**src/rtl/dmach_pkg.sv**
```systemverilog
package dmach_pkg;

  localparam int IMM_W = 32;

  localparam logic [3:0] CS_STOP  = 4'd0;
  localparam logic [3:0] CS_RUN   = 4'd1;
  localparam logic [3:0] CS_BARR  = 4'd5;
  localparam logic [3:0] CS_COMPL = 4'd9;
  localparam logic [3:0] CS_FAULT = 4'd15;

  localparam logic [7:0] OPC_END = 8'h00;
  localparam logic [7:0] OPC_LD  = 8'h04;
  localparam logic [7:0] OPC_ST  = 8'h08;
  localparam logic [7:0] OPC_BAR = 8'h13;
  localparam logic [7:0] OPC_NOP = 8'h18;
  localparam logic [7:0] OPC_SEV = 8'h34;
  localparam logic [7:0] OPC_MOV = 8'hBC;
  localparam logic [7:0] OPC_LPS = 8'h20;
  localparam logic [7:0] OPC_LPE = 8'h38;

  localparam int SRC_INC_BIT = 0;
  localparam int DST_INC_BIT = 14;

  typedef enum logic [2:0] {
    ST_IDLE, ST_FETCH, ST_CAPT, ST_EXEC, ST_XFER, ST_BARR, ST_DRAIN, ST_FAULT
  } state_e;

  typedef enum logic [3:0] {
    OP_END, OP_LD, OP_ST, OP_BAR, OP_NOP, OP_SEV, OP_MOV, OP_LPS, OP_LPE, OP_BAD
  } op_e;

  function automatic logic [3:0] status_of(state_e s);
    case (s)
      ST_IDLE:  return CS_STOP;
      ST_BARR:  return CS_BARR;
      ST_DRAIN: return CS_COMPL;
      ST_FAULT: return CS_FAULT;
      default:  return CS_RUN;
    endcase
  endfunction

endpackage

```
**src/rtl/dmach_decode.sv**
```systemverilog
module dmach_decode
  import dmach_pkg::*;
(
  input  logic [7:0] opc,
  output op_e        kind,
  output logic [2:0] len,
  output logic       csel
);
  always_comb begin
    kind = OP_BAD;
    len  = 3'd1;
    csel = 1'b0;
    if (opc == OPC_END) begin
      kind = OP_END;
    end else if (opc == OPC_LD) begin
      kind = OP_LD;
    end else if (opc == OPC_ST) begin
      kind = OP_ST;
    end else if (opc == OPC_BAR) begin
      kind = OP_BAR;
    end else if (opc == OPC_NOP) begin
      kind = OP_NOP;
    end else if (opc == OPC_SEV) begin
      kind = OP_SEV;
      len  = 3'd2;
    end else if (opc == OPC_MOV) begin
      kind = OP_MOV;
      len  = 3'd6;
    end else if ((opc & 8'hFD) == OPC_LPS) begin
      kind = OP_LPS;
      len  = 3'd2;
      csel = opc[1];
    end else if ((opc & 8'hFB) == OPC_LPE) begin
      kind = OP_LPE;
      len  = 3'd2;
      csel = opc[2];
    end
  end
endmodule

```
**src/rtl/dmach_loopctr.sv**
```systemverilog
module dmach_loopctr #(
  parameter int CNT_W = 8,
  parameter int NUM   = 2
) (
  input  logic                   clk,
  input  logic                   rst,
  input  logic [$clog2(NUM)-1:0] sel,
  input  logic                   load,
  input  logic [CNT_W-1:0]       load_val,
  input  logic                   step,
  output logic                   sel_zero
);
  logic [CNT_W-1:0] cnt_q [NUM];

  for (genvar g = 0; g < NUM; g++) begin : g_ctr
    always_ff @(posedge clk) begin
      if (rst) begin
        cnt_q[g] <= '0;
      end else if (sel == g) begin
        if (load)      cnt_q[g] <= load_val;
        else if (step) cnt_q[g] <= cnt_q[g] - 1'b1;
      end
    end
  end

  assign sel_zero = (cnt_q[sel] == '0);
endmodule

```
**src/rtl/dmach_wrtrack.sv**
```systemverilog
module dmach_wrtrack #(
  parameter int OST_W = 4
) (
  input  logic             clk,
  input  logic             rst,
  input  logic             issue,
  input  logic             ack,
  output logic [OST_W-1:0] count,
  output logic             none,
  output logic             full
);
  localparam logic [OST_W-1:0] MAXC = {OST_W{1'b1}};

  logic [OST_W-1:0] cnt_q;

  always_ff @(posedge clk) begin
    if (rst) begin
      cnt_q <= '0;
    end else if (issue && !(ack && cnt_q != '0)) begin
      cnt_q <= cnt_q + 1'b1;
    end else if (!issue && ack && cnt_q != '0) begin
      cnt_q <= cnt_q - 1'b1;
    end
  end

  assign count = cnt_q;
  assign none  = (cnt_q == '0);
  assign full  = (cnt_q == MAXC);
endmodule

```
**src/rtl/dmach_exec.sv**
```systemverilog
module dmach_exec
  import dmach_pkg::*;
#(
  parameter int PC_W  = 16,
  parameter int DW    = 32,
  parameter int LC_W  = 8,
  parameter int OST_W = 4
) (
  input  logic             clk,
  input  logic             rst,
  input  logic             start,
  input  logic [PC_W-1:0]  start_pc,
  output logic [PC_W-1:0]  pc,
  output logic [3:0]       status,
  output logic             undef_fault,
  output logic             pm_rd_en,
  output logic [PC_W-1:0]  pm_addr,
  input  logic [7:0]       pm_rdata,
  output logic             dp_req,
  output logic             dp_we,
  output logic [IMM_W-1:0] dp_addr,
  output logic [DW-1:0]    dp_wdata,
  input  logic [DW-1:0]    dp_rdata,
  input  logic             dp_ready,
  input  logic             dp_wack,
  output logic             ev_valid,
  output logic [4:0]       ev_num
);
  localparam int                WBYTES = DW / 8;
  localparam logic [IMM_W-1:0]  ASTEP  = IMM_W'(WBYTES);
  localparam int                MAXLEN = 6;

  state_e           state_q, state_d;
  logic [PC_W-1:0]  pc_q, pc_d;
  logic [2:0]       idx_q, idx_d;
  logic [7:0]       ibuf_q [MAXLEN];
  logic [IMM_W-1:0] src_q, src_d, dst_q, dst_d;
  logic             sinc_q, sinc_d, dinc_q, dinc_d;
  logic [DW-1:0]    hold_q, hold_d;
  logic             fault_q, fault_d;
  logic             ev_q, ev_d;
  logic [4:0]       evn_q, evn_d;
  logic [3:0]       status_q;
  logic             cap_en, lc_load, lc_step, st_acc;

  logic [7:0]       dec_in;
  op_e              dec_kind;
  logic [2:0]       dec_len;
  logic             dec_sel;
  logic             lc_zero;
  logic [OST_W-1:0] ost_cnt;
  logic             ost_none, ost_full;

  logic [7:0]       arg;
  logic [IMM_W-1:0] imm;

  assign dec_in = (state_q == ST_CAPT && idx_q == 3'd0) ? pm_rdata : ibuf_q[0];
  assign arg    = ibuf_q[1];
  assign imm    = {ibuf_q[5], ibuf_q[4], ibuf_q[3], ibuf_q[2]};

  dmach_decode u_dec (
    .opc  (dec_in),
    .kind (dec_kind),
    .len  (dec_len),
    .csel (dec_sel)
  );

  dmach_loopctr #(.CNT_W(LC_W), .NUM(2)) u_lc (
    .clk      (clk),
    .rst      (rst),
    .sel      (dec_sel),
    .load     (lc_load),
    .load_val (arg[LC_W-1:0]),
    .step     (lc_step),
    .sel_zero (lc_zero)
  );

  dmach_wrtrack #(.OST_W(OST_W)) u_wr (
    .clk   (clk),
    .rst   (rst),
    .issue (st_acc),
    .ack   (dp_wack),
    .count (ost_cnt),
    .none  (ost_none),
    .full  (ost_full)
  );

  // Data port, driven from the transfer state
  assign dp_we    = (dec_kind == OP_ST);
  assign dp_req   = (state_q == ST_XFER) && !(dp_we && ost_full);
  assign dp_addr  = dp_we ? dst_q : src_q;
  assign dp_wdata = hold_q;

  assign pm_rd_en = (state_q == ST_FETCH);
  assign pm_addr  = pc_q + PC_W'(idx_q);

  always_comb begin
    state_d = state_q;
    pc_d    = pc_q;
    idx_d   = idx_q;
    src_d   = src_q;
    dst_d   = dst_q;
    sinc_d  = sinc_q;
    dinc_d  = dinc_q;
    hold_d  = hold_q;
    fault_d = fault_q;
    ev_d    = 1'b0;
    evn_d   = evn_q;
    cap_en  = 1'b0;
    lc_load = 1'b0;
    lc_step = 1'b0;
    st_acc  = 1'b0;
    case (state_q)
      ST_IDLE: begin
        if (start) begin
          pc_d    = start_pc;
          idx_d   = '0;
          state_d = ST_FETCH;
        end
      end
      ST_FETCH: state_d = ST_CAPT;
      ST_CAPT: begin
        cap_en = 1'b1;
        if (idx_q + 3'd1 >= dec_len) begin
          idx_d   = '0;
          state_d = ST_EXEC;
        end else begin
          idx_d   = idx_q + 3'd1;
          state_d = ST_FETCH;
        end
      end
      ST_EXEC: begin
        case (dec_kind)
          OP_END: state_d = ost_none ? ST_IDLE : ST_DRAIN;
          OP_LD, OP_ST: state_d = ST_XFER;
          OP_BAR: begin
            if (ost_none) begin
              pc_d    = pc_q + 1'b1;
              state_d = ST_FETCH;
            end else begin
              state_d = ST_BARR;
            end
          end
          OP_NOP: begin
            pc_d    = pc_q + 1'b1;
            state_d = ST_FETCH;
          end
          OP_SEV: begin
            ev_d    = 1'b1;
            evn_d   = arg[7:3];
            pc_d    = pc_q + PC_W'(2);
            state_d = ST_FETCH;
          end
          OP_MOV: begin
            pc_d    = pc_q + PC_W'(6);
            state_d = ST_FETCH;
            if (arg == 8'd0) begin
              src_d = imm;
            end else if (arg == 8'd1) begin
              sinc_d = imm[SRC_INC_BIT];
              dinc_d = imm[DST_INC_BIT];
            end else if (arg == 8'd2) begin
              dst_d = imm;
            end else begin
              pc_d    = pc_q;
              fault_d = 1'b1;
              state_d = ST_FAULT;
            end
          end
          OP_LPS: begin
            lc_load = 1'b1;
            pc_d    = pc_q + PC_W'(2);
            state_d = ST_FETCH;
          end
          OP_LPE: begin
            if (!lc_zero) begin
              lc_step = 1'b1;
              pc_d    = pc_q - PC_W'(arg);
            end else begin
              pc_d = pc_q + PC_W'(2);
            end
            state_d = ST_FETCH;
          end
          default: begin
            fault_d = 1'b1;
            state_d = ST_FAULT;
          end
        endcase
      end
      ST_XFER: begin
        if (dp_req && dp_ready) begin
          if (dp_we) begin
            st_acc = 1'b1;
            if (dinc_q) dst_d = dst_q + ASTEP;
          end else begin
            hold_d = dp_rdata;
            if (sinc_q) src_d = src_q + ASTEP;
          end
          pc_d    = pc_q + 1'b1;
          state_d = ST_FETCH;
        end
      end
      ST_BARR: begin
        if (ost_none) begin
          pc_d    = pc_q + 1'b1;
          state_d = ST_FETCH;
        end
      end
      ST_DRAIN: if (ost_none) state_d = ST_IDLE;
      default: ;
    endcase
  end

  // Instruction bytes: plain storage, no reset needed
  always_ff @(posedge clk) begin
    if (cap_en) ibuf_q[idx_q] <= pm_rdata;
  end

  always_ff @(posedge clk) begin
    if (rst) begin
      state_q  <= ST_IDLE;
      pc_q     <= '0;
      idx_q    <= '0;
      src_q    <= '0;
      dst_q    <= '0;
      sinc_q   <= 1'b0;
      dinc_q   <= 1'b0;
      hold_q   <= '0;
      fault_q  <= 1'b0;
      ev_q     <= 1'b0;
      evn_q    <= '0;
      status_q <= CS_STOP;
    end else begin
      state_q  <= state_d;
      pc_q     <= pc_d;
      idx_q    <= idx_d;
      src_q    <= src_d;
      dst_q    <= dst_d;
      sinc_q   <= sinc_d;
      dinc_q   <= dinc_d;
      hold_q   <= hold_d;
      fault_q  <= fault_d;
      ev_q     <= ev_d;
      evn_q    <= evn_d;
      status_q <= status_of(state_d);
    end
  end

  assign pc          = pc_q;
  assign status      = status_q;
  assign undef_fault = fault_q;
  assign ev_valid    = ev_q;
  assign ev_num      = evn_q;
endmodule

```
**config.mk**
```make
export PLATFORM = sky130hd
export DESIGN_NAME = dmach_exec
export DESIGN_NICKNAME = d
export VERILOG_FILES = /design/src/rtl/dmach_pkg.sv /design/src/rtl/dmach_decode.sv /design/src/rtl/dmach_loopctr.sv /design/src/rtl/dmach_wrtrack.sv /design/src/rtl/dmach_exec.sv
export SDC_FILE = /design/constraint.sdc
export NUM_CORES = 1
export LEC_CHECK = 0
export ABC_AREA = 1
export BUFFER_PORTS_ARGS = -buffer_cell sky130_fd_sc_hd__buf_4
export CORE_UTILIZATION = 30
export CTS_CLUSTER_SIZE = 10
export DETAILED_ROUTE_END_ITERATION = 12
export PLACE_DENSITY_LB_ADDON = 0.12
export SYNTH_ARGS = -nofsm -noshare
export SYNTH_HDL_FRONTEND = slang
export SYNTH_SLANG_ARGS = --single-unit
```
**constraint.sdc**
```tcl
create_clock -name clk -period 5.4 [get_ports clk]
set_clock_uncertainty 0.1 [all_clocks]
set_input_delay 1.08 -clock clk [delete_from_list [all_inputs] [get_ports clk]]
set_output_delay 1.08 -clock clk [all_outputs]
set_load 0.02 [all_outputs]
```
==> flow_summary.ini <==
[status]
status = completed

[timing]
finalCritPeriodShare_pct = 85.8
finalHoldWorstSlack_ns = 0.351
setup_violations = 0
finalHoldViolations = 0
slew_headroom_pct = 26.3
finalCriticalPeriod_ns = 4.63
tightest_slew_ns = 1.10
fmax_mhz = 216
maxSlewViolCount = 0
rsz0062_at_grt = no
setup_tns_ns = 0

[finish]
antenna-diode-count = 0
layout-drive-gt1-share_pct = 14.9
final_nets = 2024
final_core_util_pct = 35.8
layoutNonFillerInstCount = 2487
design_area_sq_um = 15000
syn2layout_area_growth_pct = 17.9

[synth]
synth_edf_count = 64
mappedNetlistArea_sq_um = 12700
synth_top_cell_by_area = dfxtp_1
yosysWarnings = 0
ys_types = 54
syn_avg_cell_area_sq_um = 7.03
synth_nets = 1901
ys_seq_area_share_pct = 36.3
ys_async_sr_fraction_pct = 0
ys_seq_elements = 199
syn-instance-count = 1812
ys.flop_type = dfxtp_1
synth_top_area_share_pct = 21.2
synth_area_leaders = dfxtp_1 (21%), edfxtp_1 (15%), nand2_1 (12%), a21oi_1 (6.2%), nor2_1 (5.2%)

[floorplan]
die_h_um = 208
io_pins = 171
die-area_sq_um = 43300
initial_core_util_pct = 30.4
row_count = 75
core-area_sq_um = 41900
fp.dieW_um = 208

[setup_path]
worst_path_max_delay_cell = buf_4
path_class = reg2out
reg2reg_depth = 15
path_max_fanout = 40
start_kind = flop
cp-startpoint = idx_q[1]
arrival_ns = 3.45
crit_required_ns = 4.22
max_stage_delay_ns = 0.40
endpoint_kind = primary output
cp_cell_sequence = inv_1 > ha_1 > inv_1 > nor2_4 > nand3_4 > nand2_1 > nand2_2 > nor3_4 > nand2_2 > buf_4 > o21ai_0 > buf_4
reg2reg_from = idx_q[1]

[routing]
wl_per_cell_um = 17.5
firstDrtPassIters = 5
num_vias = 12543
post_drt_via_cell_ratio = 5.04
drt-total-wl_um = 43600
drc = 0
drt_iter0_markers = 862
ant_nets = 0

[clocking]
h-tree-depth = 4
clkLatencyLatePin_ns = 0.46
clk_pin_slew_ns = 0.09
cts_sinks = 199
post_cts_resized = 0
cts_tree = yes
cts-root-buf = clkbuf_16
cts_buffers = 17
post_cts_buffers = 0
ctsHoldBuffers = 0
cts_buffer_depth = 2

[global_route]
grt_max_degree = 73
antenna_found_initial = 0
grt_usage_pct = 20.2
grt_pass1_wl_um = 68200
grt_pass1_vias = 11964
grt_overflow = 0

[place]
post-place-cells = 2455
gp_congestion = 0.857
dpl_cell_area_sq_um = 14400
port_buffers = 170
hpwlAfterDp_um = 30900

[min_path]
whs_path_depth = 2
min_from = src_q[0]
hold_path.class = reg2reg

[power]
power_leakage_nw = 6.07
pwr_density_cell_nw_per_um2 = 382
vdd_drop_max_mv = 0.194

[flow_run]
maxCapViolations = 0
-- critical path, delay by kind of cell, from the launching register on --
family | cells | cell delay (ns)
buf+inv | 4 | 0.82
simple gates | 6 | 1.28
compound gates | 1 | 0.34
fa+ha+maj | 1 | 0.17
flops | 1 | 0.36
-- layout make-up --
| class | count | area [sq um] |
|---|---|---|
| clock buffers | 18 | 429 |
| repair buffers | 183 | 1370 |
| flip-flops and latches | 199 | 4620 |
| well taps | 539 | 674 |
| clock inverters | 14 | 155 |
| fillers | 4552 | 26900 |
| multi-input cells | 1344 | 7060 |
| inverters | 190 | 714 |
-- cells in the final DEF (no fill, tap or decap), types with 6 or more instances in the layout --
| cell | synthesis | final |
|---|---|---|
| nand2_1 | 399 | 399 |
| buf_4 | 6 | 183 |
| nor2_1 | 175 | 175 |
| inv_1 | 167 | 167 |
| a21oi_1 | 157 | 157 |
| dfxtp_1 | 135 | 135 |
| o21ai_0 | 131 | 131 |
| nand3_1 | 107 | 107 |
| xor2_1 | 73 | 73 |
| edfxtp_1 | 64 | 64 |
| o21ai_1 | 39 | 39 |
| nand4_1 | 34 | 34 |
| a31oi_1 | 34 | 34 |
| nor3_1 | 35 | 33 |
| ha_1 | 25 | 25 |
| nand2_2 | 18 | 18 |
| clkbuf_16 | 0 | 17 |
| o211ai_1 | 15 | 15 |
| inv_2 | 14 | 14 |
| xnor2_1 | 13 | 13 |
| nor2_2 | 10 | 8 |
| clkinv_1 | 9 | 8 |
| o221ai_1 | 7 | 7 |
| o22ai_1 | 6 | 6 |
-- per-layer routing --
layer | part of all wire [%] | wire (um) | vias up | global-route usage, %
li1 | - | - | 6306 | -
met1 | 47 | 20600 | 5875 | 27.9
met2 | 46 | 20100 | 326 | 32.6
met3 | 5.0 | 2180 | 36 | 3.47
met4 | 1.7 | 748 | 0 | 5.26
met5 | 0 | 0 | - | 0
-- cell families (layout without fill, tap and decap cells) --
logic type | after synthesis | after routing | share of synthesized area (%)
xor+xnor | 86 | 86 | 5.91
buf+inv | 269 | 405 | 8.49
flops | 199 | 199 | 36.3
simple gates | 818 | 818 | 28.6
compound gates | 412 | 412 | 17.8
fa+ha+maj | 28 | 28 | 2.93
-- report_power, final --
group	switching [mW]	internal (mW)	leakage, nW
logic	1.54	0.820	4.09
clock network	0.695	0.625	0.286
registers	0.324	1.74	1.69
total	2.56	3.18	6.07
-- through the flow --
step | power, mW | setup slack, ns
detailed placement | 4.44 | 0.745
global placement | 4.43 | 0.780
global route | 6.16 | 0.322
finish | 5.74 | 0.769
CTS | 5.79 | 0.657
floorplan | 3.66 | 1.52
-- flip-flops by register name, summed over array words and instances (netlist names) --
signal       flops
dinc_q           1
ev_valid         1
state_q          3
ibuf_q          48
status           4
sinc_q           1
u_lc.cnt_q      16
pc              16
dst_q           32
idx_q            3
ev_num           5
undef_fault      1
dp_wdata        32
u_wr.count       4
src_q           32
-- synthesized netlist by cell type (4+ instances only) --
cell and number:
buf_4 6, nand3_1 107, buf_6 4, a31oi_1 34
nor2_2 10, inv_1 167, o221ai_1 7, clkbuf_1 48
nand2_4 5, nand4_1 34, inv_2 14, o211ai_1 15
a211oi_1 4, buf_1 5, nor3_1 35, nand2_2 18
buf_2 16, dfxtp_1 135, o21ai_0 131, edfxtp_1 64
clkinv_1 9, xnor2_1 13, xor2_1 73, nand3_2 4
nor4_1 5, o22ai_1 6, ha_1 25, o21ai_1 39
nand2_1 399, nand3b_1 5, nor2_1 175, a21oi_1 157
-- final timing paths --
check	end	slack, ns
worst max-delay path	dp_addr[0]	0.77
worst min-delay path	src_q[0]	0.35
worst max register to register	dp_wdata[12]	0.88
worst min register to register	src_q[0]	0.35
Note: power is estimated with default switching activity, not from simulation.
